[config.mk]
export PLATFORM = sky130hd
export DESIGN_NAME = ssq_top
export DESIGN_NICKNAME = d
export VERILOG_FILES = /design/src/rtl/ssq_pkg.sv /design/src/rtl/ssq_sync.sv /design/src/rtl/ssq_mode_reg.sv /design/src/rtl/ssq_sequencer.sv /design/src/rtl/ssq_result_store.sv /design/src/rtl/ssq_top.sv
export SDC_FILE = /design/constraint.sdc
export NUM_CORES = 1
export LEC_CHECK = 0
export ABC_AREA = 1
export BUFFER_PORTS_ARGS = -buffer_cell sky130_fd_sc_hd__buf_2
export CORE_MARGIN = 2
export CORE_UTILIZATION = 55
export DETAILED_ROUTE_END_ITERATION = 6
export PLACE_DENSITY = 0.76
export SYNTH_ARGS = -nofsm -noshare
export SYNTH_HDL_FRONTEND = slang
export SYNTH_SLANG_ARGS = --single-unit
[constraint.sdc]
create_clock -name clk -period 2.85 [get_ports clk]
set_input_delay 0 -clock clk [delete_from_list [all_inputs] [get_ports clk]]
set_output_delay 0 -clock clk [all_outputs]
set_load 0.02 [all_outputs]
[src/rtl/ssq_pkg.sv]
// Shared types for the sequencer: control word layout and FSM states.
// Assumes exactly four track/hold slots, fixed by the control word format.
package ssq_pkg;
    localparam int NCH    = 4;
    localparam int CH_W   = 2;
    localparam int CTRL_W = 4;

    typedef struct packed {
        logic       pd;      // bit 3: power-down request
        logic       bank;    // bit 2: input bank select
        logic [1:0] cnt_m1;  // bits 1:0: channels minus one
    } mode_t;

    localparam mode_t MODE_RESET = '{pd: 1'b0, bank: 1'b0, cnt_m1: 2'd0};

    typedef enum logic {ST_IDLE, ST_CONV} seq_state_e;
endpackage

[src/rtl/ssq_sync.sv]
// Two-flop synchronizer bank with one extra history flop.
// Outputs the synchronized level and the level one clock earlier, so that
// edge detection can be done by the consumer. Idle level of all inputs is 1.
module ssq_sync #(
    parameter int W = 4
) (
    input  logic         clk,
    input  logic         rst_n,
    input  logic [W-1:0] din,
    output logic [W-1:0] lvl,
    output logic [W-1:0] prev
);
    logic [W-1:0] s1, s2, s3;

    // Shift asynchronous inputs through the metastability and history stages.
    always_ff @(posedge clk) begin
        if (!rst_n) begin
            s1 <= '1;
            s2 <= '1;
            s3 <= '1;
        end else begin
            s1 <= din;
            s2 <= s1;
            s3 <= s2;
        end
    end

    assign lvl  = s2;
    assign prev = s3;
endmodule

[src/rtl/ssq_mode_reg.sv]
// Control-word capture, power-down state and wake-up settling timer.
// Assumes the bus nibble is stable while the synchronized write strobe is low.
module ssq_mode_reg
    import ssq_pkg::*;
#(
    parameter int PWRUP_CLKS = 1024
) (
    input  logic              clk,
    input  logic              rst_n,
    input  logic              cs_lvl,
    input  logic              cs_prev,
    input  logic              wr_lvl,
    input  logic              wr_prev,
    input  logic [CTRL_W-1:0] bus_nib,
    output mode_t             mode,
    output logic              ready
);
    localparam int SET_W = $clog2(PWRUP_CLKS + 1);

    logic [CTRL_W-1:0] hold_word;
    logic [SET_W-1:0]  settle;
    logic              cap;

    // The earlier of the WR and CS rising edges closes a write cycle.
    assign cap = (wr_lvl && !wr_prev && !cs_prev) ||
                 (cs_lvl && !cs_prev && !wr_prev);

    // Track the bus while both strobes are low; the last value is the word.
    always_ff @(posedge clk) begin
        if (!rst_n)
            hold_word <= '0;
        else if (!wr_lvl && !cs_lvl)
            hold_word <= bus_nib;
    end

    // Apply a captured word: power-down keeps the old mode bits.
    always_ff @(posedge clk) begin
        if (!rst_n)
            mode <= MODE_RESET;
        else if (cap) begin
            if (hold_word[3])
                mode.pd <= 1'b1;
            else
                mode <= '{pd: 1'b0, bank: hold_word[2], cnt_m1: hold_word[1:0]};
        end
    end

    // Load the settling timer on wake, then count it down to zero.
    always_ff @(posedge clk) begin
        if (!rst_n)
            settle <= '0;
        else if (cap && !hold_word[3] && mode.pd)
            settle <= SET_W'(PWRUP_CLKS);
        else if (settle != '0)
            settle <= settle - 1'b1;
    end

    assign ready = !mode.pd && (settle == '0);

    // leaving power-down never makes the converter ready at once.
    a_r10_wake_settles: assert property (@(posedge clk) disable iff (!rst_n)
        $fell(mode.pd) |-> !ready);
endmodule

[src/rtl/ssq_sequencer.sv]
// Conversion sequencer: freezes the track/holds, runs one SAR slot of
// CONV_CLKS clocks per channel in ascending order, owns the interrupt flag.
// Assumes the SAR core pulses sar_done once inside each slot.
module ssq_sequencer
    import ssq_pkg::*;
#(
    parameter int CONV_CLKS = 32,
    parameter int DATA_W    = 12
) (
    input  logic              clk,
    input  logic              rst_n,
    input  logic              start_req,
    input  logic              ready,
    input  logic [1:0]        cnt_m1,
    input  logic              bank,
    input  logic              int_clr,
    input  logic              sar_done,
    input  logic [DATA_W-1:0] sar_data,
    output logic              sar_start,
    output logic [CH_W-1:0]   sar_chan,
    output logic              sar_bank,
    output logic              th_hold,
    output logic              int_n,
    output logic              mem_we,
    output logic [CH_W-1:0]   mem_addr,
    output logic [DATA_W-1:0] mem_wdata
);
    localparam int CNT_W = (CONV_CLKS > 1) ? $clog2(CONV_CLKS) : 1;
    localparam logic [CNT_W-1:0] CNT_LAST = CNT_W'(CONV_CLKS - 1);

    seq_state_e      state;
    logic [CNT_W-1:0] cnt;
    logic [CH_W-1:0] slot;
    logic [CH_W-1:0] last;
    logic            bank_q;

    // Step through slots, issue SAR starts and end the sequence.
    always_ff @(posedge clk) begin
        if (!rst_n) begin
            state     <= ST_IDLE;
            cnt       <= '0;
            slot      <= '0;
            last      <= '0;
            bank_q    <= 1'b0;
            sar_start <= 1'b0;
            th_hold   <= 1'b0;
            int_n     <= 1'b1;
        end else begin
            sar_start <= 1'b0;
            case (state)
                ST_IDLE: begin
                    if (start_req && ready) begin
                        state     <= ST_CONV;
                        cnt       <= '0;
                        slot      <= '0;
                        last      <= cnt_m1;
                        bank_q    <= bank;
                        sar_start <= 1'b1;
                        th_hold   <= 1'b1;
                        int_n     <= 1'b1;
                    end else if (int_clr) begin
                        int_n <= 1'b1;
                    end
                end
                ST_CONV: begin
                    if (cnt == CNT_LAST) begin
                        cnt <= '0;
                        if (slot == last) begin
                            state   <= ST_IDLE;
                            th_hold <= 1'b0;
                            int_n   <= 1'b0;
                        end else begin
                            slot      <= slot + 1'b1;
                            sar_start <= 1'b1;
                        end
                    end else begin
                        cnt <= cnt + 1'b1;
                    end
                end
                default: state <= ST_IDLE;
            endcase
        end
    end

    assign sar_chan  = slot;
    assign sar_bank  = bank_q;
    assign mem_we    = (state == ST_CONV) && sar_done;
    assign mem_addr  = slot;
    assign mem_wdata = sar_data;

    // every SAR start happens with the track/holds frozen.
    a_r5_start_in_hold: assert property (@(posedge clk) disable iff (!rst_n)
        sar_start |-> th_hold);

    // the interrupt falls together with the track/hold release.
    a_r6_int_with_release: assert property (@(posedge clk) disable iff (!rst_n)
        $fell(int_n) |-> $fell(th_hold));

    // a start request during a running slot does not restart slot 0.
    a_r7_no_restart: assert property (@(posedge clk) disable iff (!rst_n)
        (state == ST_CONV && cnt != CNT_LAST && slot != '0) |=> slot != '0);
endmodule

[src/rtl/ssq_result_store.sv]
// Four-entry result store with a sequential, wrapping read pointer.
// Contents are not reset; entries are valid only once written.
module ssq_result_store
    import ssq_pkg::*;
#(
    parameter int DATA_W = 12
) (
    input  logic              clk,
    input  logic              rst_n,
    input  logic              we,
    input  logic [CH_W-1:0]   waddr,
    input  logic [DATA_W-1:0] wdata,
    input  logic              rd_adv,
    input  logic              ptr_clr,
    output logic [DATA_W-1:0] rdata
);
    logic [DATA_W-1:0] mem [NCH];
    logic [CH_W-1:0]   ptr;

    for (genvar i = 0; i < NCH; i++) begin : g_entry
        // Store the SAR result for this channel slot.
        always_ff @(posedge clk) begin
            if (we && waddr == CH_W'(i))
                mem[i] <= wdata;
        end
    end

    // Advance on each completed read; a conversion start rewinds to channel 1.
    always_ff @(posedge clk) begin
        if (!rst_n)
            ptr <= '0;
        else if (ptr_clr)
            ptr <= '0;
        else if (rd_adv)
            ptr <= ptr + 1'b1;
    end

    assign rdata = mem[ptr];

    // the pointer only moves on a completed read or a start edge.
    a_r9_ptr_moves_on_event: assert property (@(posedge clk) disable iff (!rst_n)
        (!rd_adv && !ptr_clr) |=> $stable(ptr));
endmodule

[src/rtl/ssq_top.sv]
// Top of the sampling sequencer: synchronizes host strobes, decodes their
// edges and ties together mode register, sequencer and result store.
// Assumes strobes are asynchronous and wider than three system clocks.
module ssq_top
    import ssq_pkg::*;
#(
    parameter int DATA_W     = 12,
    parameter int CONV_CLKS  = 32,
    parameter int PWRUP_CLKS = 1024
) (
    input  logic              clk,
    input  logic              rst_n,
    input  logic              cs_n,
    input  logic              wr_n,
    input  logic              rd_n,
    input  logic              conv_start,
    input  logic [CTRL_W-1:0] ctrl_in,
    output logic [DATA_W-1:0] data_out,
    output logic              bus_oe,
    output logic              int_n,
    output logic              th_hold,
    output logic              pwr_dn,
    output logic              sar_start,
    output logic [CH_W-1:0]   sar_chan,
    output logic              sar_bank,
    input  logic              sar_done,
    input  logic [DATA_W-1:0] sar_data
);
    localparam int CS_B = 0, WR_B = 1, RD_B = 2, CV_B = 3;

    logic [3:0]        sl, sp;
    mode_t             mode;
    logic              ready, conv_rise, rd_rise, rd_fall;
    logic              mem_we;
    logic [CH_W-1:0]   mem_addr;
    logic [DATA_W-1:0] mem_wdata;

    ssq_sync #(.W(4)) u_sync (
        .clk  (clk),
        .rst_n(rst_n),
        .din  ({conv_start, rd_n, wr_n, cs_n}),
        .lvl  (sl),
        .prev (sp)
    );

    assign conv_rise = sl[CV_B] && !sp[CV_B];
    assign rd_rise   = sl[RD_B] && !sp[RD_B] && !sp[CS_B];
    assign rd_fall   = !sl[RD_B] && sp[RD_B] && !sl[CS_B];

    ssq_mode_reg #(.PWRUP_CLKS(PWRUP_CLKS)) u_mode (
        .clk    (clk),
        .rst_n  (rst_n),
        .cs_lvl (sl[CS_B]),
        .cs_prev(sp[CS_B]),
        .wr_lvl (sl[WR_B]),
        .wr_prev(sp[WR_B]),
        .bus_nib(ctrl_in),
        .mode   (mode),
        .ready  (ready)
    );

    ssq_sequencer #(.CONV_CLKS(CONV_CLKS), .DATA_W(DATA_W)) u_seq (
        .clk      (clk),
        .rst_n    (rst_n),
        .start_req(conv_rise),
        .ready    (ready),
        .cnt_m1   (mode.cnt_m1),
        .bank     (mode.bank),
        .int_clr  (rd_fall),
        .sar_done (sar_done),
        .sar_data (sar_data),
        .sar_start(sar_start),
        .sar_chan (sar_chan),
        .sar_bank (sar_bank),
        .th_hold  (th_hold),
        .int_n    (int_n),
        .mem_we   (mem_we),
        .mem_addr (mem_addr),
        .mem_wdata(mem_wdata)
    );

    ssq_result_store #(.DATA_W(DATA_W)) u_store (
        .clk    (clk),
        .rst_n  (rst_n),
        .we     (mem_we),
        .waddr  (mem_addr),
        .wdata  (mem_wdata),
        .rd_adv (rd_rise),
        .ptr_clr(conv_rise),
        .rdata  (data_out)
    );

    assign bus_oe = !cs_n && !rd_n;
    assign pwr_dn = mode.pd;

    // no conversion is started while powered down.
    a_r10_no_start_in_pd: assert property (@(posedge clk) disable iff (!rst_n)
        pwr_dn |-> !sar_start);
endmodule

# Word-level counts from Yosys, hierarchy flattened
# Memory sizes are Yosys's and may differ from the RTL's. A register that Yosys moved wholly into a read port is not among the register bits.
# Cells that the tools add are included.
[word_totals]
reg_bits = 47
mem_bits_rw = 48
inputBits = 23
output_inout_bits = 20
wordCells = 124
memories = 1
[classes]
n_addsub = 4
eq_ne = 10
muxes = 42
bitwise_logic = 3
n_reduce_logical = 46
[mem_list]
columns = ["memory", "depth", "width", "read_ports", "rd_clocked_by_memory_dff", "wr", "line_no", "source"]
rows = [
  ["u_store.mem", 4, 12, 1, 1, 1, "ssq_result_store.sv:17", "logic [DATA_W-1:0] mem [NCH];"],
]
[ops]
columns = ["cell", "n"]
rows = [
  ["12-bit 2-to-1 mux", 3],
  ["12-bit OR reduction", 3],
  ["11-bit 2-to-1 mux", 2],
  ["1-bit 2-to-1 mux", 21],
  ["1-bit logical AND", 20],
  ["2-bit 2-to-1 mux", 8],
  ["1-bit zero test", 11],
  ["11-bit zero test", 1],
  ["11-bit nonzero test", 1],
  ["11-bit by 1-bit subtractor with 11-bit output (second input constant)", 1],
  ["5-bit 2-to-1 mux", 2],
  ["5-bit one-hot mux with 2 select lines", 1],
  ["3-bit AND reduction", 3],
  ["1-bit one-hot mux with 2 select lines", 4],
  ["2-bit inequality test (second input constant)", 3],
  ["5-bit by 1-bit adder with 5-bit output (second input constant)", 1],
  ["5-bit == test (second input constant)", 1],
  ["2-bit by 1-bit adder with 2-bit output (second input constant)", 2],
  ["2-bit == test (second input constant)", 2],
  ["2-bit one-hot mux with 2 select lines", 1],
  ["2-bit AND reduction", 2],
  ["2-bit OR reduction", 2],
  ["3-bit by 2-bit inequality test with 1-bit output (second input constant)", 1],
  ["1-bit NOT", 3],
  ["other kinds (6)", 6],
]

# Logic depth before layout (Yosys ltp)
[logic_depth]
word_depth = 8
ltp_mapped = 9
depth_no_buf = 9

# Hierarchy
# Synthesis repeated with hierarchy kept, for this count alone.
[hier_totals]
cells_unflattened = 484
area_unflattened_um2 = 4272.8
[modules_own_cells]
columns = ["mod", "n_inst", "cells_per_inst", "area_per_inst_um2", "seq_area_each_um2"]
rows = [
  ["ssq_result_store", 1, 212, 2230.9, 1521.5],
  ["ssq_mode_reg", 1, 119, 895.9, 380.4],
  ["ssq_sequencer", 1, 107, 765.7, 280.3],
  ["ssq_sync", 1, 37, 341.6, 240.2],
  ["ssq_top", 1, 9, 38.8, 0.0],
]

# Least setup slack after synthesis
# No wires, ideal clock.
[synth_timing]
path_type = "register to register"
startpoint = "register u_seq.slot[1] (netlist: u_seq.mem_addr[1])"
endpoint = "memory u_store.mem[2][0], enable pin"
setup_time_ns = 0.380
arrival_time_ns = 1.287
t_required_ns = 2.470
path_slack_ns = 1.182
stages_incl_launch_ff = 4
path_buffers = 0
synth_period_minus_slack_ns = 1.668
cell_sequence = "dfxtp_1 ha_1 inv_1 nor2_1"
[synth_between]
elab_chain_len = 8
elab_cells_between_ends = 25
classes_between = "eq/ne: 3; mux: 14; reduce/logical: 8"
[synth_lines]
columns = ["element", "line_no", "source"]
rows = [
  ["from (decl)", "ssq_sequencer.sv:33", "logic [CH_W-1:0] slot;"],
  ["from (signal assigned)", "ssq_sequencer.sv:73", "slot <= slot + 1'b1;"],
  ["2-bit by 1-bit == test with 1-bit output", "ssq_result_store.sv:23", "if (we && waddr == CH_W'(i))"],
  ["1-bit logical AND", "ssq_result_store.sv:23", ""],
  ["1-bit 2-to-1 mux", "ssq_result_store.sv:23", ""],
  ["1-bit 2-to-1 mux (not written as such)", "ssq_result_store.sv:24", "mem[i] <= wdata;"],
  ["12-bit OR reduction (no source line)", "-", ""],
  ["2-bit 2-to-1 mux (no source line) / 1-bit 2-to-1 mux (equally long branches) (3 in series)", "-", ""],
  ["to (decl)", "ssq_result_store.sv:17", ""],
]
# Several ways; a longest one is shown, not always the timed one.

==> metrics.md <==
| Metric | Value |
|---|---|
| Status | `completed` |
| CTS Buffer Depth | `2` |
| Die Wd | `roughly 87 µm` |
| Post-synthesis adder-cell area fraction | `0.0232` |
| Mapped cell area | `3780 µm²` |
| PD cells | `between 600 and 700 nW/µm²` |
| ANT cells | `0` |
| Synth Area per Inst | `between 10 and 15 µm²` |
| Top post-synthesis cells by count | `nor2_1 (55), dfxtp_1 (49), edfxtp_1 (48)` |
| Design area | `4490 µm²` |
| Worst R2R Setup Slack | `approximately 1.3 ns` |
| Row Count | `30` |
| Place WS | `between 1 and 1.5 ns` |
| # IOs | `43` |
| Area Growth Syn to Fin | `18.7%` |
| Gr usage total | `0.194` |
| GRT met1 Usage | `0.222` |
| Vias after detailed routing | `2688` |
| Largest net degree at the start of global routing | `25` |
| Worst Path Max Fanout | `13` |
| Combinational power share | `0.170` |
| DP HPWL | `4490 µm` |
| H-tree depth | `3` |
| Top cells by area, synth | `edfxtp_1 (38%), dfxtp_1 (26%), nor2_1 (5.5%)` |
| CP Capture Type | `output pin` |
| CP arrival | `roughly 1.7 ns` |
| Final hold vios | `0` |
| Leakage power | `around 1.8 nW` |
| Met2 Use GR | `0.342` |
| Internal power | `about 2.1 mW` |
| Switching share of power | `0.278` |
| Top_reg_cell synth | `dfxtp_1` |
| Final worst path period need | `1.73 ns` |
| Clock root cell | `clkbuf_8` |
| Slew Limit Fails | `0` |
| Post-synth EDFFs | `48` |
| Die area | `between 7000 and 8000 µm²` |
| Clock transition at the registers of the reported paths | `~0.09 ns` |
| Antenna violations before repair | `0` |
| Gp weighted congestion | `0.794` |
| Multiplexer area fraction after synthesis | `0` |
| P_sw | `0.822 mW` |
| Fillers | `between 500 and 600` |
| Reg power frac | `0.535` |
| Post-synthesis simple-gate area fraction | `0.165` |
| CP Launch Type | `flop` |
| Die height | `approximately 87 µm` |
| DRT iter0 DRCs | `~120` |
| Clock power frac | `0.294` |
| RSZ-0062 raised after global routing | `false` |
| Yosys warnings | `0` |
| Critical path class | `flop to output pin` |
| Post-Synth XOR/XNOR Area | `0.0185` |
| Worst Tran Pin Value | `about 0.68 ns` |
| Complex-gate fraction of the synthesized area | `0.106` |
| Max Fclk | `roughly 580 MHz` |
| Number of setup violations in the final report | `0` |
| Share of cells above drive strength 1 | `0.195` |
| Max-slew headroom | `0.548` |
| Final WL | `about 7000 µm` |
| Clock Sinks | `slightly below 100` |
| Placed cell areas | `just over 4000 µm²` |
| Drt drc | `0` |
| Core area | `6720 µm²` |
| Final WS setup | `between 1 and 1.5 ns` |
| Clock Latency Late Sink | `0.35 ns` |
| Max-cap viol count | `0` |
| Routed wire per std cell | `between 10 and 15 µm` |
| Post-synthesis cell type count | `29` |
| Detailed Routing Iterations Pass 1 | `4` |
| TNS Setup | `0 ns` |
| Most frequent cell after synthesis | `nor2_1` |
| Total grt overflow | `0` |
| Peak supply drop | `approximately 0.44 mV` |
| First-pass GRT wire length | `~11000 µm` |
| Post-DRT Antenna Nets | `0` |
| FF+latch area | `~2400 µm²` |
| WP data required | `roughly 2.9 ns` |
| IO Port Bufs | `42` |
| TritonCTS clock tree | `yes` |
| Synth top area share | `0.381` |
| HP Class | `input port to flop` |
| Sequential element share of the synthesized area | `0.640` |
| Number of synthesized register bits | `97` |
| Vias in the first global route | `2525` |
| Synthesized netlist cell count | `367` |
| Multi-input combinational cell area | `between 1000 and 1500 µm²` |
| Ys async rst share | `0` |
| Num CTS Buffers | `9` |
| Met3 GRT Util | `0.0512` |
| Largest family of logic cells by synthesized area | `simple AND/OR/NAND/NOR gates` |
| Dominant cell type by area after synthesis | `edfxtp_1` |
| Clock skew | `between 0.01 and 0.015 ns` |
| Grt peak-use layer | `met2` |
| Crit share post-route | `0.607` |
| Via density | `between 5 and 6` |
| Nets | `about 470` |
| Post-Syn Nets | `397` |
| Starting Density | `0.563` |
cell type report:
type	instances	share of cell area
sequential	97	0.539
clock buffer	9	0.0276
clock inverter	7	0.0156
multi-input combinational	224	0.263
tap	80	0.0223
timing repair buffer	68	0.102
inverter	36	0.0301
stage by stage:
step	hold WS, ns	util	power, mW	std cells
after floorplan	0.0749	-	2.01	367
after global placement	0.187	0.608	2.08	484
after detailed placement	0.188	0.608	2.10	484
after CTS	0.270	0.668	2.98	521
after global routing	0.305	0.668	3.10	521
final	0.280	0.668	2.96	521
power groups by stage:
stage / clock [mW] / combinational, mW / sequential [mW]
after floorplan: 0 / 0.404 / 1.61
after global placement: 0 / 0.468 / 1.61
after detailed placement: 0 / 0.486 / 1.61
after CTS: 0.888 / 0.509 / 1.58
after global routing: 0.942 / 0.568 / 1.59
final: 0.871 / 0.504 / 1.58
worst paths after layout:
| kind | startpoint | endpoint | cells after the start |
|---|---|---|---|
| max | flop | data_out[10] | 4 |
| min | sar_done | u_store.mem[2][9] | 4 |
| max reg2reg | u_seq.cnt[0] | u_seq.int_n | 9 |
| min reg2reg | u_sync.s1[0] | u_sync.lvl[0] | 1 |
critical path, stage by stage (launching register included):
cell,delay [ns]
dfxtp_1,0.61
inv_1,0.32
o21ai_0,0.17
o22ai_1,0.11
buf_2,0.17
kinds of logic after synthesis:
group / count (synthesis)
AOI/OAI and AO/OA: 76
xor gates and xnor gates: 8
adders and majority gates: 7
buffers and inverters: 46
DFF: 97
and+or+nand+nor: 133
timing repair:
item,CTS,global route
hold buffers,21,0
endpoints found under the hold margin,61,0
buffers inserted,0,0
gates resized for setup,0,0
cell usage in the layout (no fill, tap or decap), types with 3 or more instances in the layout:
cell           count
a21oi_1           24
buf_2             42
buf_4              5
clkbuf_8           9
clkinv_1           3
dfxtp_1           49
dlygate4sd3_1     21
edfxtp_1          48
ha_1               7
inv_1             30
inv_2              5
nand2_1           38
nand3_1           13
nand4_1            3
nor2_1            55
nor3b_1            4
o21ai_0           35
o21ai_1            4
o22ai_1           12
or2_2             11
xnor2_1            5
xor2_1             3
flip-flops by register name, indices dropped and copies added (netlist names), named ones only:
signal and cells:
u_mode.hold_word 4, u_seq.state 1, u_seq.th_hold 1, u_seq.sar_start 1
u_sync.s1 4, u_seq.sar_bank 1, u_store.ptr 2, u_seq.last 2
u_seq.int_n 1, u_mode.mode 4, u_sync.lvl 4, u_store.mem 48
u_sync.prev 4, u_mode.settle 11, u_seq.cnt 5, u_seq.mem_addr 2
routing by layer:
layer  vias to the layer above  share of wire  wire length, µm
met5                         -              0                0
met4                         0          0.015              106
met3                         9          0.042              290
met2                        71           0.50             3520
met1                      1231           0.44             3060
li1                       1377              -                -
No activity file was read; power rests on OpenSTA's default activity.
